## config.mk

```make
export PLATFORM = sky130hd
export DESIGN_NAME = float_policer
export DESIGN_NICKNAME = d
export VERILOG_FILES = /design/src/rtl/policer_pkg.sv /design/src/rtl/pol_tick_div.sv /design/src/rtl/pol_bucket.sv /design/src/rtl/pol_meter.sv /design/src/rtl/float_policer.sv
export SDC_FILE = /design/constraint.sdc
export NUM_CORES = 1
export LEC_CHECK = 0
export BUFFER_PORTS_ARGS = -buffer_cell sky130_fd_sc_hd__buf_2
export CORE_MARGIN = 2
export CORE_UTILIZATION = 55
export CTS_BUF_LIST = sky130_fd_sc_hd__clkbuf_2
export DETAILED_ROUTE_END_ITERATION = 7
export GPL_TIMING_DRIVEN = 0
export PLACE_DENSITY = 0.72
export SETUP_SLACK_MARGIN = 0.2
export SLEW_MARGIN = 10
export SYNTH_ARGS = -nofsm -noshare
export SYNTH_HDL_FRONTEND = slang
export SYNTH_HIERARCHICAL = 1
export SYNTH_SLANG_ARGS = --single-unit
```

## constraint.sdc

```tcl
create_clock -name clk -period 13.8 [get_ports clk]
set_clock_uncertainty 0.15 [all_clocks]
set_input_delay 2.76 -clock clk [delete_from_list [all_inputs] [get_ports clk]]
set_output_delay 2.76 -clock clk [all_outputs]
set_load 0.05 [all_outputs]
```

## src/rtl/policer_pkg.sv

```systemverilog
package policer_pkg;

    // Token levels: 1/256-byte units; wide enough for (511 << 31) plus one refill.
    localparam int FX_W         = 48;
    localparam int RATE_EXP_MAX = 22;
    localparam int UNUSED_EXP   = 24;

    typedef enum logic [1:0] {
        CLR_GREEN  = 2'd0,
        CLR_YELLOW = 2'd1,
        CLR_RED    = 2'd2
    } color_e;

    typedef struct packed {
        logic [7:0] mant;
        logic [4:0] expo;
    } flt_t;

    typedef struct packed {
        logic       valid;
        color_e     color;
        logic       pass;
    } verdict_t;

    typedef logic signed [FX_W+1:0] sfx_t;

    function automatic logic is_unused(input flt_t f);
        return (f.expo == 5'(UNUSED_EXP)) && (f.mant == 8'd0);
    endfunction

    function automatic logic [FX_W-1:0] size_fx(input flt_t f);
        if (is_unused(f))
            return '0;
        return FX_W'({1'b1, f.mant}) << f.expo;
    endfunction

    function automatic logic [FX_W-1:0] rate_fx(input flt_t f);
        logic [4:0] e;
        e = (f.expo > 5'(RATE_EXP_MAX)) ? 5'(RATE_EXP_MAX) : f.expo;
        return FX_W'({1'b1, f.mant}) << e;
    endfunction

    function automatic logic [FX_W-1:0] token_cost(
        input logic [31:0] len,
        input logic [31:0] off,
        input logic        pkt_mode,
        input logic [8:0]  adj_m,
        input logic [4:0]  adj_e
    );
        sfx_t body, adj, total;
        body  = pkt_mode ? sfx_t'(0) : ((sfx_t'(len) - sfx_t'(off)) <<< 8);
        adj   = (sfx_t'(adj_m) - sfx_t'(256)) <<< adj_e;
        total = body + adj;
        if (total < sfx_t'(1))
            return FX_W'(1);
        return total[FX_W-1:0];
    endfunction

endpackage

```

## src/rtl/pol_tick_div.sv

```systemverilog
module pol_tick_div #(
    parameter int DIV_W = 4
) (
    input  logic             clk,
    input  logic             rst,
    input  logic             tick,
    input  logic [DIV_W-1:0] rdiv,
    output logic             refill
);
    localparam int CNT_W = (1 << DIV_W);

    logic [CNT_W-1:0] cnt_q;
    logic [CNT_W-1:0] limit;

    assign limit  = (CNT_W'(1) << rdiv) - CNT_W'(1);
    assign refill = tick && (cnt_q >= limit);

    always_ff @(posedge clk) begin
        if (rst)
            cnt_q <= '0;
        else if (tick)
            cnt_q <= refill ? '0 : cnt_q + CNT_W'(1);
    end

    // After a refill with a divider above one, the next tick cannot refill again.
    assert_refill_spacing_R2: assert property (@(posedge clk) disable iff (rst)
        (refill && rdiv != '0) |=> !(refill && $stable(rdiv)));

endmodule

```

## src/rtl/pol_bucket.sv

```systemverilog
module pol_bucket
    import policer_pkg::*;
(
    input  logic            clk,
    input  logic            rst,
    input  logic            refill,
    input  logic [FX_W-1:0] add_fx,
    input  logic [FX_W-1:0] ceil_fx,
    input  logic            debit_en,
    input  logic [FX_W-1:0] debit_fx,
    output logic [FX_W-1:0] avail
);
    logic [FX_W-1:0] level_q;
    logic [FX_W:0]   sum;

    assign sum   = {1'b0, level_q} + {1'b0, add_fx};
    assign avail = !refill ? level_q
                 : (sum > {1'b0, ceil_fx}) ? ceil_fx : sum[FX_W-1:0];

    always_ff @(posedge clk) begin
        if (rst)
            level_q <= '0;
        else if (debit_en)
            level_q <= avail - debit_fx;
        else
            level_q <= avail;
    end

    assert_debit_covered_R6: assert property (@(posedge clk) disable iff (rst)
        debit_en |-> (debit_fx <= avail));

    assert_no_overflow_R1: assert property (@(posedge clk) disable iff (rst)
        (refill && !debit_en) |=> (level_q <= $past(ceil_fx)));

endmodule

```

## src/rtl/pol_meter.sv

```systemverilog
module pol_meter
    import policer_pkg::*;
(
    input  logic [FX_W-1:0] avail_c,
    input  logic [FX_W-1:0] avail_p,
    input  logic [FX_W-1:0] cost,
    input  logic            peak_unused,
    input  logic            blind,
    input  logic [1:0]      pkt_color,
    output color_e          color,
    output logic            take_c,
    output logic            take_p
);
    logic in_red, in_yel;

    assign in_red = !blind && (pkt_color == 2'(CLR_RED));
    assign in_yel = !blind && (pkt_color == 2'(CLR_YELLOW));

    always_comb begin
        color  = CLR_RED;
        take_c = 1'b0;
        take_p = 1'b0;
        if (peak_unused) begin
            if (!in_red && !in_yel && avail_c >= cost) begin
                color  = CLR_GREEN;
                take_c = 1'b1;
            end
        end else if (!in_red && avail_p >= cost) begin
            take_p = 1'b1;
            if (in_yel || avail_c < cost) begin
                color = CLR_YELLOW;
            end else begin
                color  = CLR_GREEN;
                take_c = 1'b1;
            end
        end
    end

endmodule

```

## src/rtl/float_policer.sv

```systemverilog
module float_policer
    import policer_pkg::*;
#(
    parameter int LEN_W = 16,
    parameter int DIV_W = 4
) (
    input  logic             clk,
    input  logic             rst,
    input  logic             tick,
    input  logic [7:0]       cfg_cbs_mant,
    input  logic [4:0]       cfg_cbs_exp,
    input  logic [7:0]       cfg_cir_mant,
    input  logic [4:0]       cfg_cir_exp,
    input  logic [7:0]       cfg_pbs_mant,
    input  logic [4:0]       cfg_pbs_exp,
    input  logic [7:0]       cfg_pir_mant,
    input  logic [4:0]       cfg_pir_exp,
    input  logic [DIV_W-1:0] cfg_rdiv,
    input  logic             cfg_pkt_mode,
    input  logic [8:0]       cfg_adj_mant,
    input  logic [4:0]       cfg_adj_exp,
    input  logic [LEN_W-1:0] cfg_len_off,
    input  logic [1:0]       cfg_icolor,
    input  logic [1:0]       cfg_act_green,
    input  logic [1:0]       cfg_act_yellow,
    input  logic [1:0]       cfg_act_red,
    input  logic             pkt_valid,
    input  logic [LEN_W-1:0] pkt_len,
    input  logic [1:0]       pkt_color,
    output logic             dec_valid,
    output logic [1:0]       dec_color,
    output logic             dec_pass
);
    localparam int NB = 2;   // 0: committed, 1: peak

    logic            refill;
    logic [FX_W-1:0] cost;
    logic            peak_unused;
    color_e          color;
    logic            take_c, take_p;
    logic [FX_W-1:0] b_add  [NB];
    logic [FX_W-1:0] b_ceil [NB];
    logic [FX_W-1:0] b_avail[NB];
    logic            b_take [NB];
    logic [1:0]      act;
    verdict_t        dec_q;

    assign b_add[0]  = rate_fx('{mant: cfg_cir_mant, expo: cfg_cir_exp});
    assign b_add[1]  = rate_fx('{mant: cfg_pir_mant, expo: cfg_pir_exp});
    assign b_ceil[0] = size_fx('{mant: cfg_cbs_mant, expo: cfg_cbs_exp});
    assign b_ceil[1] = size_fx('{mant: cfg_pbs_mant, expo: cfg_pbs_exp});
    assign b_take[0] = pkt_valid && take_c;
    assign b_take[1] = pkt_valid && take_p;

    assign peak_unused = is_unused('{mant: cfg_pbs_mant, expo: cfg_pbs_exp});
    assign cost = token_cost(32'(pkt_len), 32'(cfg_len_off), cfg_pkt_mode,
                             cfg_adj_mant, cfg_adj_exp);

    pol_tick_div #(.DIV_W(DIV_W)) u_div (
        .clk(clk), .rst(rst), .tick(tick), .rdiv(cfg_rdiv), .refill(refill)
    );

    for (genvar i = 0; i < NB; i++) begin : g_bucket
        pol_bucket u_bucket (
            .clk     (clk),
            .rst     (rst),
            .refill  (refill),
            .add_fx  (b_add[i]),
            .ceil_fx (b_ceil[i]),
            .debit_en(b_take[i]),
            .debit_fx(cost),
            .avail   (b_avail[i])
        );
    end

    pol_meter u_meter (
        .avail_c    (b_avail[0]),
        .avail_p    (b_avail[1]),
        .cost       (cost),
        .peak_unused(peak_unused),
        .blind      (cfg_icolor == 2'd3),
        .pkt_color  (pkt_color),
        .color      (color),
        .take_c     (take_c),
        .take_p     (take_p)
    );

    always_comb begin
        unique case (color)
            CLR_GREEN:  act = cfg_act_green;
            CLR_YELLOW: act = cfg_act_yellow;
            default:    act = cfg_act_red;
        endcase
    end

    always_ff @(posedge clk) begin
        if (rst) begin
            dec_q <= '{valid: 1'b0, color: CLR_GREEN, pass: 1'b0};
        end else begin
            dec_q.valid <= pkt_valid;
            if (pkt_valid) begin
                dec_q.color <= color;
                dec_q.pass  <= (act == 2'd0);
            end
        end
    end

    assign dec_valid = dec_q.valid;
    assign dec_color = dec_q.color;
    assign dec_pass  = dec_q.pass;

    assert_latency_R10: assert property (@(posedge clk) disable iff (rst)
        pkt_valid |=> dec_valid);

    assert_quiet_R10: assert property (@(posedge clk) disable iff (rst)
        !pkt_valid |=> !dec_valid);

    assert_two_color_R7: assert property (@(posedge clk) disable iff (rst)
        (pkt_valid && peak_unused) |=> (dec_color != 2'(CLR_YELLOW)));

    assert_min_cost_R4: assert property (@(posedge clk) disable iff (rst)
        pkt_valid |-> (cost != '0));

    assert_green_action_R9: assert property (@(posedge clk) disable iff (rst)
        (pkt_valid && color == CLR_GREEN && cfg_act_green != 2'd0) |=> !dec_pass);

endmodule

```

---- After elaboration in Yosys (flattened, before gate mapping) ----
Index checks and enable logic that the tools add are counted.
operators by class
  add/sub/neg operators ................... 9
  equal/unequal tests ..................... 6
  muxes and demuxes ....................... 30
  reduce and logical (&&, ||, !) cells .... 18
  $lt $le $gt $ge ......................... 9
  shifts and indexed selects .............. 6
operators with widths
  cell                                                                            number
  48-bit 2-to-1 mux                                                               12
  9-bit by 5-bit << shifter with 48-bit output                                    4
  48-bit by 48-bit adder with 49-bit output                                       2
  49-bit by 48-bit greater-than comparator with 1-bit output                      2
  48-bit greater-or-equal comparator                                              2
  48-bit subtractor                                                               2
  50-bit adder                                                                    1
  50-bit by 2-bit less-than comparator with 1-bit output (second input constant)  1
  50-bit 2-to-1 mux                                                               1
  10-bit by 5-bit <<< shifter with 50-bit output                                  1
  48-bit less-than comparator                                                     1
  16-bit by 16-bit subtractor with 17-bit output                                  1
  16-bit by 1-bit adder with 16-bit output (second input constant)                1
  16-bit greater-or-equal comparator                                              1
  8-bit zero test                                                                 2
  16-bit 2-to-1 mux                                                               1
  1-bit by 4-bit << shifter with 16-bit output (first input constant)             1
  16-bit by 2-bit subtractor with 16-bit output (second input constant)           1
  5-bit == test (second input constant)                                           2
  5-bit greater-than comparator (second input constant)                           2
  1-bit logical AND                                                               10
  1-bit 2-to-1 mux                                                                10
  5-bit 2-to-1 mux                                                                2
  9-bit by 9-bit subtractor with 10-bit output (second input constant)            1
  other kinds (7)                                                                 14
storage, ports and cells
  word-level logic and storage cells ...... 84
  register bits after elaboration ......... 116
  input port bits ......................... 117

---- Depth between registers and ports, before layout ----
  depth after elaboration ................. 15
  gate-level depth with buffers ........... 51
  mapped depth without buffers ............ 45

---- Modules after synthesis ----
The synthesis kept the hierarchy.
modules (own cells, without submodules)
  module         area an instance (µm²)  sequential area each (µm²)  times used  cells each
  pol_bucket     9167.5                  960.9                       2           1316
  float_policer  6656.4                  80.1                        1           1121
  pol_meter      2332.2                  0.0                         1           307
  pol_tick_div   1335.0                  320.3                       1           151

---- Worst setup path before layout ----
No wires, ideal clock.
  path kind ............................... in2reg
  start ................................... input port cfg_cir_exp[1]
  end ..................................... register g_bucket[0].u_bucket.level_q[46]
  setup time .............................. 0.130 ns
  arrival ................................. 11.361 ns
  path slack .............................. 2.159 ns
  stages on the path ...................... 43
  cells stage by stage .................... clkbuf_1 > and3_1 > o21ai_0 > nand2_1 > clkbuf_1 > mux2i_1 > mux2i_1 > a21oi_1 > nor2_1 > a21oi_1 > nor2_1 > ha_1 > a21o_1 > o21bai_1 > a311o_1 > o2111ai_1 > a21oi_1 > o21ai_0 > [... 7 more ...] > a221o_1 > or2_1 > buf_6 > mux2i_1 > a21oi_1 > inv_1 > ha_1 > fa_1 > nand2b_1 > a21oi_1 > o21ai_0 > a2111oi_1 > o211ai_1 > o21ai_1 > a31oi_1 > o2111ai_1 > a211o_1 > o311ai_1
RTL lines
  element               line                 source
  from (decl)           float_policer.sv:13  input logic [4:0] cfg_cir_exp,
  to (signal assigned)  pol_bucket.sv:24     level_q <= avail - debit_fx;
  to (signal assigned)  pol_bucket.sv:26     level_q <= avail;
  to (decl)             pol_bucket.sv:13     logic [FX_W-1:0] level_q;

==> impl_metrics.toml <==
[die]
core_area_mm2 = 0.05141
die_area_mm2 = 0.05395
rows = 83
start_util = 0.5575
die_x_um = 232.3
ios = 121
die_h_um = 232.3

[routing]
wl_mm = 100.7
drt_iter0_markers = 3350
wl_per_cell_um = 19.73
ant_nets = 0
drt-pass1-iter-count = 6
viasPerCell = 6.227
drc = 0
vias = 31782

[critical_path]
reg2reg_depth = 34
worstPathMaxFanout = 10
reg2reg_from = "g_bucket[1].u_bucket/level_q[0]"
cpMaxStageDelayCell = "a221o_1"
timing.rr.end = "g_bucket[1].u_bucket/level_q[17]"
reg2reg_setup_slack_ns = 4.18
critPathKind = "in2reg"
worstPathRequired_ns = 14.40
endpoint_kind = "flop"
start_kind = "input pin"
cp.arrival_ns = 13.79
max_stage_delay_ns = 0.52

[placement]
placed_cells = 5070
dpl_cell_area_mm2 = 0.03033
port_buffers = 109
gp_congestion = 1.032
place_hpwl_mm = 85.37

[sta]
tightestPinTransition_ns = 1.136
hold_viol = 0
rsz0062_at_grt = "no"
drv_slew = 0
fmax_mhz = 75.81
holdWs_ns = 0.3817
period_needed_ns = 13.19
period_share = 0.9559
finalSetupViolCount = 0
maxSlewHeadroom = 0.2369

[power]
p_leak_nw = 14.31
ir_worst_vdd_v = 0.00005211
finalPower_mw = 1.943
powerDensity_mw_per_mm2 = 63.04

[logic_synthesis]
ys_ff_latch = 116
syn_area_per_cell_um2 = 6.806
ys_seq_area_frac = 0.08103
synthArstFlopShare = 0
synthAdderAreaFrac = 0.2002
synth_compound_area_frac = 0.3081
synthMuxAreaShare = 0.03366
synth_simple_gate_area_frac = 0.2400
synth_top_area_cell = "ha_1"
syn_inst = 4211
syn_area_mm2 = 0.02866
yosys.area_share.xor_xnor = 0.06265
ys_top_cells_by_area = "ha_1, dfxtp_1, a21oi_1"
synth_top_family_by_area = "compound AO/OA/AOI/OAI gates"
synth_warnings = 6
yosysUniqueCellTypes = 105
synth_flop_cell = "dfxtp_1"
synth_top_cell_area_share = 0.1960
synth_enable_flop_cells = 0

[finish]
syn2layout_area_growth_pct = 7.527
utilization = 0.5995
final_common_cell = "nor2_1"
nets = 4981
layout-drive-gt1-share = 0.07010
fin_cells = 5104
layout.cells.most_common_list = "nor2_1, ha_1, a21oi_1, nand2_1, inv_1"
final_cell_area_mm2 = 0.03082

[worst_hold_path]
min_to = "dec_color[1]"
min_from = "dec_color[1]"
hp-class = "reg2reg"
holdPathStages = 2

[cts]
ctsHoldBuffers = 0
clock_latency_ns = 0.83
cts_buffers = 17
htreeDepth = 4
clockRootBuffer = "clkbuf_2"
clockBufferDepth = 2
cts_num_sinks = 116
cts_tree = "done"
clk_pin_slew_ns = 0.21

[grt]
grt.overflow.total = 0
antenna_found_initial = 1
track_usage = 0.3636
grt_first_pass_wirelength_mm = 155.7
grt_pass1_vias = 28671
grt_max_degree = 18

[run]
drv_cap = 0

[run_status]
status = "complete, no violations"
==> per-layer routing <==
layer,vias up,part of all wire,GRT usage
met5,-,0,0
met4,0,0.026,0.09475
met3,161,0.085,0.06471
met2,1208,0.43,0.5693
met1,14810,0.46,0.5095
li1,15603,-,-
==> power breakdown <==
part	switching, mW	total (mW)	internal (mW)
sequential	0.000778	0.338	0.337
clock	0.161	0.268	0.107
combinational	0.870	1.34	0.467
total	1.03	1.94	0.911
==> area by class of cell <==
type                       instances  area [µm²]
antenna                            2       5.005
buffer                           173       769.5
clock buffer                      17       85.08
clock inverter                    15       192.7
fill                            5175       20590
inverter                         370        1389
multi-input combinational       3621       24640
sequential                       116        2322
tap                              680       850.8
timing repair buffer             110       556.8
==> worst max-delay path by stage <==
| stage | from | end | slack [ns] | cells after the start |
|---|---|---|---|---|
| after global routing | cfg_pir_exp[1] | g_bucket[1].u_bucket/level_q[40] | 0.16 | 42 |
| after global placement | cfg_pir_exp[1] | g_bucket[1].u_bucket/level_q[17] | -1.21 | 41 |
| after CTS | cfg_cir_exp[1] | g_bucket[0].u_bucket/level_q[46] | 0.22 | 44 |
| final | cfg_pir_exp[1] | g_bucket[1].u_bucket/level_q[17] | 0.61 | 42 |
| after floorplan | cfg_cir_exp[1] | g_bucket[0].u_bucket/level_q[46] | 2.16 | 43 |
| after detailed placement | cfg_pir_exp[1] | g_bucket[1].u_bucket/level_q[18] | -1.21 | 41 |
==> worst max-delay path, delay by kind of cell <==
kind            cells  cell delay (ns)
compound gates     18             4.24
simple gates       11             2.81
buf+inv             5             1.49
mux                 4             1.19
fa+ha+maj           3             1.08
xor+xnor            1             0.19
==> synth_stat cells, types with 38 or more instances <==
library cell,instances
a22o_1,63
nor2_1,482
o21bai_1,49
nand2_1,415
nor2b_1,56
nand2b_1,59
nand3_1,98
a21oi_1,427
o21ai_0,180
inv_1,369
clkbuf_1,137
a31oi_1,96
nor3_1,77
xor2_1,81
xnor2_1,124
dfxtp_1,116
o21a_1,38
ha_1,449
nand4_1,74
and3_1,61
a211oi_1,42
mux2i_1,66
o22ai_1,40
a21o_1,117
==> what timing repair did <==
item	CTS	global route
pin swaps	0	2
setup endpoints to repair	77	97
setup buffers	0	0
resized for setup	11	63
==> logic make-up (layout without fill, tap and decap cells) <==
logic type,count (synthesis),in the layout
AO/OA/AOI/OAI,1334,1334
XOR/XNOR,205,205
adder cells (fa/ha/maj),455,455
buffers and inverters,543,685
flip-flops,116,116
multiplexers,93,93
other,2,73
AND/OR/NAND/NOR,1463,1463
==> stage by stage <==
stage / setup WS [ns] / TNS [ns]
finish: 0.6090 / 0
global route: 0.1569 / 0
detailed placement: -1.213 / -88.18
CTS: 0.2181 / 0
global placement: -1.215 / -89.27
floorplan: 2.159 / 0
==> registers in the layout (all words and copies together), names as in the netlist <==
| signal | cells |
|---|---|
| dec_color | 2 |
| g_bucket.u_bucket/level_q | 96 |
| dec_pass | 1 |
| dec_valid | 1 |
| u_div/cnt_q | 16 |
Power figures use the tool's default switching activity.
